## config.mk

```make
export PLATFORM = sky130hd
export DESIGN_NAME = pkt_rx_fifo
export DESIGN_NICKNAME = d
export VERILOG_FILES = /design/src/rtl/pkt_rx_fifo_pkg.sv /design/src/rtl/pkt_rx_fifo_ctrl.sv /design/src/rtl/pkt_rx_fifo_mem.sv /design/src/rtl/pkt_rx_fifo_flags.sv /design/src/rtl/pkt_rx_fifo.sv
export SDC_FILE = /design/constraint.sdc
export NUM_CORES = 2
export LEC_CHECK = 0
export BUFFER_PORTS_ARGS = -buffer_cell sky130_fd_sc_hd__buf_4
export CORE_MARGIN = 5
export CORE_UTILIZATION = 37
export CTS_BUF_LIST = sky130_fd_sc_hd__clkbuf_8
export CTS_CLUSTER_SIZE = 25
export DETAILED_ROUTE_END_ITERATION = 10
export PLACE_DENSITY = 0.55
export SYNTH_ARGS = -nofsm -noshare
export SYNTH_HDL_FRONTEND = slang
export SYNTH_SLANG_ARGS = --single-unit
```

## constraint.sdc

```tcl
create_clock -name clk -period 4 [get_ports clk]
set_clock_uncertainty 0.05 [all_clocks]
set_input_delay 0 -clock clk [delete_from_list [all_inputs] [get_ports clk]]
set_output_delay 0 -clock clk [all_outputs]
set_load 0.1 [all_outputs]
```

## src/rtl/pkt_rx_fifo_pkg.sv

```systemverilog
package pkt_rx_fifo_pkg;

  typedef struct packed {
    logic err;
    logic eop;
    logic sop;
  } pkt_tag_t;

  localparam int unsigned TAG_W = $bits(pkt_tag_t);

  // advance a ring pointer with explicit wrap, valid for any depth
  function automatic logic [31:0] ring_step(input logic [31:0] p, input int unsigned depth);
    return (p == depth - 1) ? 32'd0 : p + 32'd1;
  endfunction

  // new fill level from accepted transfers
  function automatic logic [31:0] level_step(input logic [31:0] lvl, input logic put, input logic take);
    logic [31:0] r;
    r = lvl;
    if (put && !take) r = lvl + 32'd1;
    else if (take && !put) r = lvl - 32'd1;
    return r;
  endfunction

endpackage

```

## src/rtl/pkt_rx_fifo_ctrl.sv

```systemverilog
module pkt_rx_fifo_ctrl
  import pkt_rx_fifo_pkg::*;
#(
  parameter int unsigned DEPTH = 256,
  parameter int unsigned PTR_W = 8,
  parameter int unsigned CNT_W = 9
) (
  input  logic             clk,
  input  logic             rst_n,
  input  logic             wr_en,
  input  logic             rd_en,
  output logic             wr_ok,
  output logic             rd_ok,
  output logic [PTR_W-1:0] wptr,
  output logic [PTR_W-1:0] rptr,
  output logic [CNT_W-1:0] level
);
  localparam logic [CNT_W-1:0] LVL_MAX = CNT_W'(DEPTH);

  logic is_empty, is_full;
  assign is_empty = (level == '0);
  assign is_full  = (level == LVL_MAX);

  // a read frees a place in the same cycle, so a full FIFO still takes a write then
  assign rd_ok = rd_en && !is_empty;
  assign wr_ok = wr_en && (!is_full || rd_en);

  always_ff @(posedge clk) begin
    if (!rst_n) begin
      wptr  <= '0;
      rptr  <= '0;
      level <= '0;
    end else begin
      if (wr_ok) wptr <= PTR_W'(ring_step(32'(wptr), DEPTH));
      if (rd_ok) rptr <= PTR_W'(ring_step(32'(rptr), DEPTH));
      level <= CNT_W'(level_step(32'(level), wr_ok, rd_ok));
    end
  end

  p_level_range_r10: assert property (@(posedge clk) disable iff (!rst_n)
    level <= LVL_MAX);
  p_no_overflow_r3: assert property (@(posedge clk) disable iff (!rst_n)
    (is_full && wr_en && !rd_en) |=> (level == LVL_MAX));
  p_empty_read_r4: assert property (@(posedge clk) disable iff (!rst_n)
    (is_empty && rd_en && !wr_en) |=> (level == '0));
  p_simul_hold_r5: assert property (@(posedge clk) disable iff (!rst_n)
    (wr_ok && rd_ok) |=> $stable(level));
  p_empty_both_r9: assert property (@(posedge clk) disable iff (!rst_n)
    (is_empty && rd_en && wr_en) |=> (level == CNT_W'(1)));
endmodule

```

## src/rtl/pkt_rx_fifo_mem.sv

```systemverilog
module pkt_rx_fifo_mem #(
  parameter int unsigned DEPTH  = 256,
  parameter int unsigned PTR_W  = 8,
  parameter int unsigned WORD_W = 11
) (
  input  logic              clk,
  input  logic              rst_n,
  input  logic              we,
  input  logic [PTR_W-1:0]  waddr,
  input  logic [WORD_W-1:0] wword,
  input  logic              re,
  input  logic [PTR_W-1:0]  raddr,
  output logic [WORD_W-1:0] rword
);
  logic [WORD_W-1:0] store [DEPTH];

  always_ff @(posedge clk) begin
    if (we) store[waddr] <= wword;
  end

  // registered read port; holds its value when no read is accepted
  always_ff @(posedge clk) begin
    if (!rst_n) rword <= '0;
    else if (re) rword <= store[raddr];
  end

  p_rd_hold_r4: assert property (@(posedge clk) disable iff (!rst_n)
    !re |=> $stable(rword));
endmodule

```

## src/rtl/pkt_rx_fifo_flags.sv

```systemverilog
module pkt_rx_fifo_flags #(
  parameter int unsigned DEPTH = 256,
  parameter int unsigned CNT_W = 9
) (
  input  logic             clk,
  input  logic             rst_n,
  input  logic [CNT_W-1:0] level,
  input  logic [CNT_W-1:0] thresh,
  input  logic             wr_en,
  input  logic             wr_ok,
  input  logic             rd_en,
  input  logic             rd_ok,
  input  logic             clr,
  output logic             empty,
  output logic             full,
  output logic             avail,
  output logic             overflow,
  output logic             underflow
);
  localparam logic [CNT_W-1:0] LVL_MAX = CNT_W'(DEPTH);

  logic ovf_evt, unf_evt;
  assign ovf_evt = wr_en && !wr_ok;
  assign unf_evt = rd_en && !rd_ok;

  assign empty = (level == '0);
  assign full  = (level == LVL_MAX);
  assign avail = (level >= thresh);

  // a new event beats a clear in the same cycle
  always_ff @(posedge clk) begin
    if (!rst_n) begin
      overflow  <= 1'b0;
      underflow <= 1'b0;
    end else begin
      overflow  <= ovf_evt || (overflow && !clr);
      underflow <= unf_evt || (underflow && !clr);
    end
  end

  p_ovf_set_r3: assert property (@(posedge clk) disable iff (!rst_n)
    ovf_evt |=> overflow);
  p_unf_set_r4: assert property (@(posedge clk) disable iff (!rst_n)
    unf_evt |=> underflow);
  p_flag_excl_r6: assert property (@(posedge clk) disable iff (!rst_n)
    !(empty && full));
  p_ovf_sticky_r8: assert property (@(posedge clk) disable iff (!rst_n)
    (overflow && !clr) |=> overflow);
  p_unf_sticky_r8: assert property (@(posedge clk) disable iff (!rst_n)
    (underflow && !clr) |=> underflow);
endmodule

```

## src/rtl/pkt_rx_fifo.sv

```systemverilog
module pkt_rx_fifo
  import pkt_rx_fifo_pkg::*;
#(
  parameter int unsigned DEPTH  = 256,
  parameter int unsigned DATA_W = 8,
  localparam int unsigned PTR_W  = $clog2(DEPTH),
  localparam int unsigned CNT_W  = $clog2(DEPTH + 1),
  localparam int unsigned WORD_W = DATA_W + TAG_W
) (
  input  logic              clk,
  input  logic              rst_n,
  input  logic              wr_en,
  input  logic [DATA_W-1:0] wr_data,
  input  logic              wr_sop,
  input  logic              wr_eop,
  input  logic              wr_err,
  input  logic              rd_en,
  output logic [DATA_W-1:0] rd_data,
  output logic              rd_sop,
  output logic              rd_eop,
  output logic              rd_err,
  input  logic [CNT_W-1:0]  avail_thresh,
  input  logic              sticky_clr,
  output logic              empty,
  output logic              avail,
  output logic              full,
  output logic [CNT_W-1:0]  level,
  output logic              overflow,
  output logic              underflow
);
  logic             wr_ok, rd_ok;
  logic [PTR_W-1:0] wptr, rptr;
  pkt_tag_t         in_tag, out_tag;
  logic [WORD_W-1:0] in_word, out_word;

  assign in_tag  = '{err: wr_err, eop: wr_eop, sop: wr_sop};
  assign in_word = {in_tag, wr_data};
  assign out_tag = pkt_tag_t'(out_word[WORD_W-1:DATA_W]);
  assign rd_data = out_word[DATA_W-1:0];
  assign rd_sop  = out_tag.sop;
  assign rd_eop  = out_tag.eop;
  assign rd_err  = out_tag.err;

  pkt_rx_fifo_ctrl #(.DEPTH(DEPTH), .PTR_W(PTR_W), .CNT_W(CNT_W)) u_ctrl (
    .clk(clk), .rst_n(rst_n), .wr_en(wr_en), .rd_en(rd_en),
    .wr_ok(wr_ok), .rd_ok(rd_ok), .wptr(wptr), .rptr(rptr), .level(level)
  );

  pkt_rx_fifo_mem #(.DEPTH(DEPTH), .PTR_W(PTR_W), .WORD_W(WORD_W)) u_mem (
    .clk(clk), .rst_n(rst_n), .we(wr_ok), .waddr(wptr), .wword(in_word),
    .re(rd_ok), .raddr(rptr), .rword(out_word)
  );

  pkt_rx_fifo_flags #(.DEPTH(DEPTH), .CNT_W(CNT_W)) u_flags (
    .clk(clk), .rst_n(rst_n), .level(level), .thresh(avail_thresh),
    .wr_en(wr_en), .wr_ok(wr_ok), .rd_en(rd_en), .rd_ok(rd_ok), .clr(sticky_clr),
    .empty(empty), .full(full), .avail(avail),
    .overflow(overflow), .underflow(underflow)
  );
endmodule

```

# Word level (Yosys, flattened, before mapping)

Memories as Yosys holds them, arrays and structs flattened. A register that Yosys moved wholly into a read port is not among the register bits.
Cells that the tools add are included.

Mux-type cells: 6
Eq/ne operators: 3
Add/subtract/negate cells: 4
$lt $le $gt $ge: 1
Reductions and logical operators: 19

Operators with widths:

| operator                                                           | number |
|---|---|
| 9-bit two-way mux                                                  | 2 |
| 8-bit by 1-bit adder with 8-bit output, second input constant      | 2 |
| 8-bit == test, second input constant                               | 2 |
| 8-bit two-way mux                                                  | 2 |
| 9-bit by 1-bit adder with 9-bit output, second input constant      | 1 |
| 9-bit == test, second input constant                               | 1 |
| 9-bit >= comparator                                                | 1 |
| 9-bit zero test                                                    | 1 |
| 9-bit by 1-bit subtractor with 9-bit output, second input constant | 1 |
| 1-bit logical AND                                                  | 8 |
| 1-bit zero test                                                    | 6 |
| 1-bit logical OR                                                   | 3 |
| 1-bit two-way mux                                                  | 2 |
| 2-bit nonzero test                                                 | 1 |

Input port bits: 25
Bits in writable memories: 2816
Logic and storage cells: 39
Register bits after elaboration: 27
Memories: 1
Output and inout port bits: 25

Memories:

| memory      | words | bits a word | rd ports | clocked after memory_dff | write ports | line                  | source |
|---|---|---|---|---|---|---|---|
| u_mem.store | 256   | 11          | 1        | 1                        | 1           | pkt_rx_fifo_mem.sv:15 | `logic [WORD_W-1:0] store [DEPTH];` |

# Depth between registers and ports, before layout

Word-level depth: 8
Mapped depth: 18
Gate-level depth less buffers: 16

# Hierarchy

Synthesis repeated with hierarchy kept, for this count alone.

Cells, all modules: 5469
Area, all modules: 111623.3 um^2

By module, submodules not included:

| module            | cells an instance | area each (um^2) | instances | sequential area each (um^2) |
|---|---|---|---|---|
| pkt_rx_fifo_mem   | 5234              | 109695.2         | 1         | 84781.3 |
| pkt_rx_fifo_ctrl  | 189               | 1592.8           | 1         | 500.5 |
| pkt_rx_fifo_flags | 46                | 335.3            | 1         | 40.0 |

# Worst setup path after synthesis

Ideal clock, no wire load.

Path kind: register to register
Start point: register u_ctrl.level[1]
End point: register u_ctrl.level[8]
Period minus slack after synthesis: 5.097 ns
Path buffers: 2
Setup time: 0.076 ns
Slack: -1.097 ns
Stages on the path, launching flop included: 19
Data arrival time: 4.972 ns
Data required time: 3.874 ns
Path through: dfxtp_1 > nor4_1 > nand2_1 > nor2_1 > nor2b_1 > clkbuf_1 > inv_1 > buf_4 > ha_1 > inv_1 > ha_1 > a21oi_1 > o21ai_0 > and2_1 > o21ai_0 > a21oi_1 > xnor2_1 > or3_1 > a21boi_0

Elaborated cells on any way between the ends: 16
Those cells by class: add/sub (2); eq/ne (1); mux (2); reduce/logical (11)

RTL lines:

| element                                                 | line                   | source |
|---|---|---|
| from (decl)                                             | pkt_rx_fifo_ctrl.sv:16 | `output logic [CNT_W-1:0] level` |
| from (signal assigned)                                  | pkt_rx_fifo_ctrl.sv:36 | `level <= CNT_W'(level_step(32'(level), wr_ok, rd_ok));` |
| 9-bit zero test *                                       | n/a                    |  |
| via empty                                               | pkt_rx_fifo.sv:24      | `output logic empty,` |
| 1-bit zero test *                                       | pkt_rx_fifo_ctrl.sv:25 | `assign rd_ok = rd_en && !is_empty;` |
| 1-bit logical AND *                                     | pkt_rx_fifo_ctrl.sv:25 |  |
| 1-bit zero test                                         | pkt_rx_fifo_pkg.sv:20  | `if (put && !take) r = lvl + 32'd1;` |
| 1-bit logical AND                                       | pkt_rx_fifo_pkg.sv:20  |  |
| 9-bit two-way mux or 2-bit nonzero test (tied branches) | n/a                    |  |

Mark *: on every way through the listed nets, which the timed path passes. The rest lies on a longest branch. The select of a mux whose other input is x is not followed.
A chain may end at the register's enable or synchronous reset.

==> results.md <==
- Main synth FF type: edfxtp_1
- GRT Resource Usage Total: 21.3%
- Cell count after synthesis: 5276
- Number of synthesized register bits: 2854
- Pwr Total: 67.7 mW
- Final WL: 338 mm
- Cell Count Post-Placement: 9543
- Slowest cell on crit path: dfxtp_4
- Antenna violations before repair: 24
- Max H-tree Level: 5
- CTS tree: built
- GR Overflow Total: 0
- Combinational share of power: 16.7%
- Crit path cell chain: buf_12 -> buf_4 -> buf_4 -> mux4_2 -> nand2_1 -> nand2_1 -> a221oi_1 -> a31oi_1 -> a311oi_1 -> o21ai_1 -> o221a_1
- Final core occ: 42.9%
- Pint: 49.4 mW
- Cell taking the most area after synthesis: edfxtp_1
- RSZ-0062 raised after global routing: false
- DR iter-0 viols: 7045
- Post-synth EDFFs: 2816
- Slowest Stage Delay on Critical Path: 0.78 ns
- Clock buffer depth: 4
- Root Driver: clkbuf_8
- Final Instance Area: 0.128 mm²
- Most frequent cell after synthesis: edfxtp_1
- NetSw: 18.3 mW
- Sw Ratio: 27.0%
- CP required: 4.92 ns
- Die W: 557 µm
- Synth Area in Adders: 0.278%
- Ys async rst share: 0%
- Via density: 5.66
- Post-synth top cells: 2816 x edfxtp_1, 619 x mux4_2, 302 x nor2_1, 226 x mux2i_1, 141 x nand2_1
- Crit path time final: 3.90 ns
- Clock network power share: 34.2%
- Share of cells above drive strength 1: 28.7%
- Number of max-cap violations: 0
- Synthesis-to-finish area growth: 15.7%
- Core ar.: 0.299 mm²
- TritonRoute pass-1 iters: 7
- Die area: 0.311 mm²
- Mapped Area: 0.111 mm²
- Synth top area share: 76.3%
- Hold Vio Cnt, Final: 0
- Post-detail-place hpwl: 210 mm
- Synthesized net count: 5325
- Post-Synth Simple-Gate Area: 2.40%
- Slew headroom: 3.54%
- WL per Instance: 32.4 µm
- Final WS setup: 0.104 ns
- Fin nets: 6116
- Initial core utilization: 37.1%
- Least-Margin Pin Slew: 1.44 ns
- Crit path max fanout: 22
- Netlist cell types: 68
- Worst hold slack: 0.0607 ns
- Power Density: 528 mW/mm²
- Via count: 58900
- VDD IR max: 0.000302 V
- Min-Delay Path Class: input port to flip-flop
- CTS sink count: 2854
- Yosys warning total: 0
- Number of global-route vias before repair: 59100
- XOR/XNOR Fraction of Synth Area: 0.111%
- CP top delay family: compound AO/OA/AOI/OAI gates
- Post-Place Setup Slack: -0.0619 ns
- FMAX: 257 MHz
- Top Ports: 50
- Buf/Inv on CP: 3
- Final period util: 97.4%
- # rows: 201
- Clk slew on worst S/H paths: 0.06 ns
- Dpl cell area: 0.120 mm²
- Setup_tns: 0 ns
- Crit Path Class: flip-flop to flip-flop
- Seq pwr share: 49.1%
- Crit. End Element: flip-flop
- Leakage power: 40.5 nW
- Combinational family with the most area after synthesis: multiplexers
- Setup violators final: 0
- Die Ht: 557 µm
- DRC: 0
- Pins Over Slew Limit: 0
- GP Congestion: 0.861
- Sequential area share after synthesis: 77.0%
- Status: finished clean
- Post-synthesis mux area share: 14.8%
- Compound-Gate Fraction of Synth Area: 3.56%
- Total CTS buffers: 455
- PortBufs: 49
- DRT antenna net count: 0
- Largest net degree at the start of global routing: 142
- Critical path arrival: 4.81 ns
- Cell Count, Final, Fillers Out: 10400
- CP startpoint kind: flip-flop
- Synth top area cells: edfxtp_1 76%, mux4_2 13%, mux2i_1 2.0%, nor2_1 1.0%, a22oi_1 0.72%
- Syn avg cell area: 21.0 µm²
- Clk Latency, worst-skew pair: 1.04 ns
- Reg2Reg Setup Slack: 0.10 ns
- First-pass GRT wire length: 469 mm
[timing repair]
| item | CTS | global route |
|---|---|---|
| pin swaps | 0 | 0 |
| cloned | 0 | 0 |
| gates resized for setup | 2 | 2 |
| hold buffers | 24 | 0 |
| endpoints found under the setup margin | 4 | 2 |
| hold endpoints to repair | 2705 | 0 |
| buffers inserted | 1 | 0 |
[logic make-up (layout without fill, tap and decap cells)]
group	count (synthesis)	in the layout
adder cells (fa/ha/maj)	24	24
other	0	12
buffers and inverters	333	1500
XOR/XNOR	14	14
AO/OA/AOI/OAI	573	573
flip-flops	2854	2854
multiplexers	861	861
AND/OR/NAND/NOR	617	617
[cells in the final DEF (no fill, tap or decap), types with 22 or more instances in the layout]
cell,netlist,final
a21oi_1,123,123
o221ai_1,23,23
ha_1,23,23
mux4_2,619,619
buf_12,10,75
nand2_1,141,128
a221oi_1,54,52
buf_4,35,536
a211oi_1,36,36
dfxtp_1,38,22
mux2i_1,226,226
clkbuf_8,0,463
o21ai_0,58,58
nor3_1,26,24
edfxtp_1,2816,2816
clkinv_1,1,138
clkinv_2,0,41
o22ai_1,37,37
inv_1,17,177
dlygate4sd3_1,0,22
nor2b_1,30,24
a22oi_1,106,106
nor2_1,302,298
nand3_1,52,48
[power groups by stage]
stage               clock network (mW)  logic, mW  registers, mW
floorplan                            0       6.95           34.2
global placement                     0       11.2           33.9
detailed placement                   0       11.3           33.9
CTS                               23.6       11.4           33.3
global route                      25.0       11.9           33.2
finish                            23.1       11.3           33.2
[path summary, 6_finish.rpt]
check	from	end	depth (start not counted)
max reg2reg	u_ctrl.rptr[1]	u_mem.rword[6]	11
min	wr_data[1]	u_mem.store[169][1]	2
min reg2reg	u_ctrl.wptr[1]	u_ctrl.wptr[1]	2
max	u_ctrl.rptr[1]	u_mem.rword[6]	11
[routing by layer]
metal  vias to the layer above  track usage, %  wire length, µm
met5                         -               0               28
met4                         4            7.61            13000
met3                       598            4.48            28400
met2                      2875            33.2           157000
met1                     31700            29.8           139000
li1                      23800               -                -
[sequential cells by signal, summed over array words and instances, names as in the netlist]
signal	count
u_flags.overflow	1
u_ctrl.rptr	8
u_flags.underflow	1
u_mem.store	2816
u_ctrl.wptr	8
u_ctrl.level	9
u_mem.rword	11
[area by class of cell]
type / instances / area (µm²)
Antenna cell: 12 / 30.0
Clock buffer: 462 / 6360
Clock inverter: 371 / 1900
Fill cell: 26000 / 171000
Inverter: 21 / 83.8
Multi-Input combinational cell: 2089 / 23600
Sequential cell: 2854 / 85400
Tap cell: 3958 / 4950
Timing Repair Buffer: 646 / 5960
Note: power is estimated with default switching activity, not from simulation.
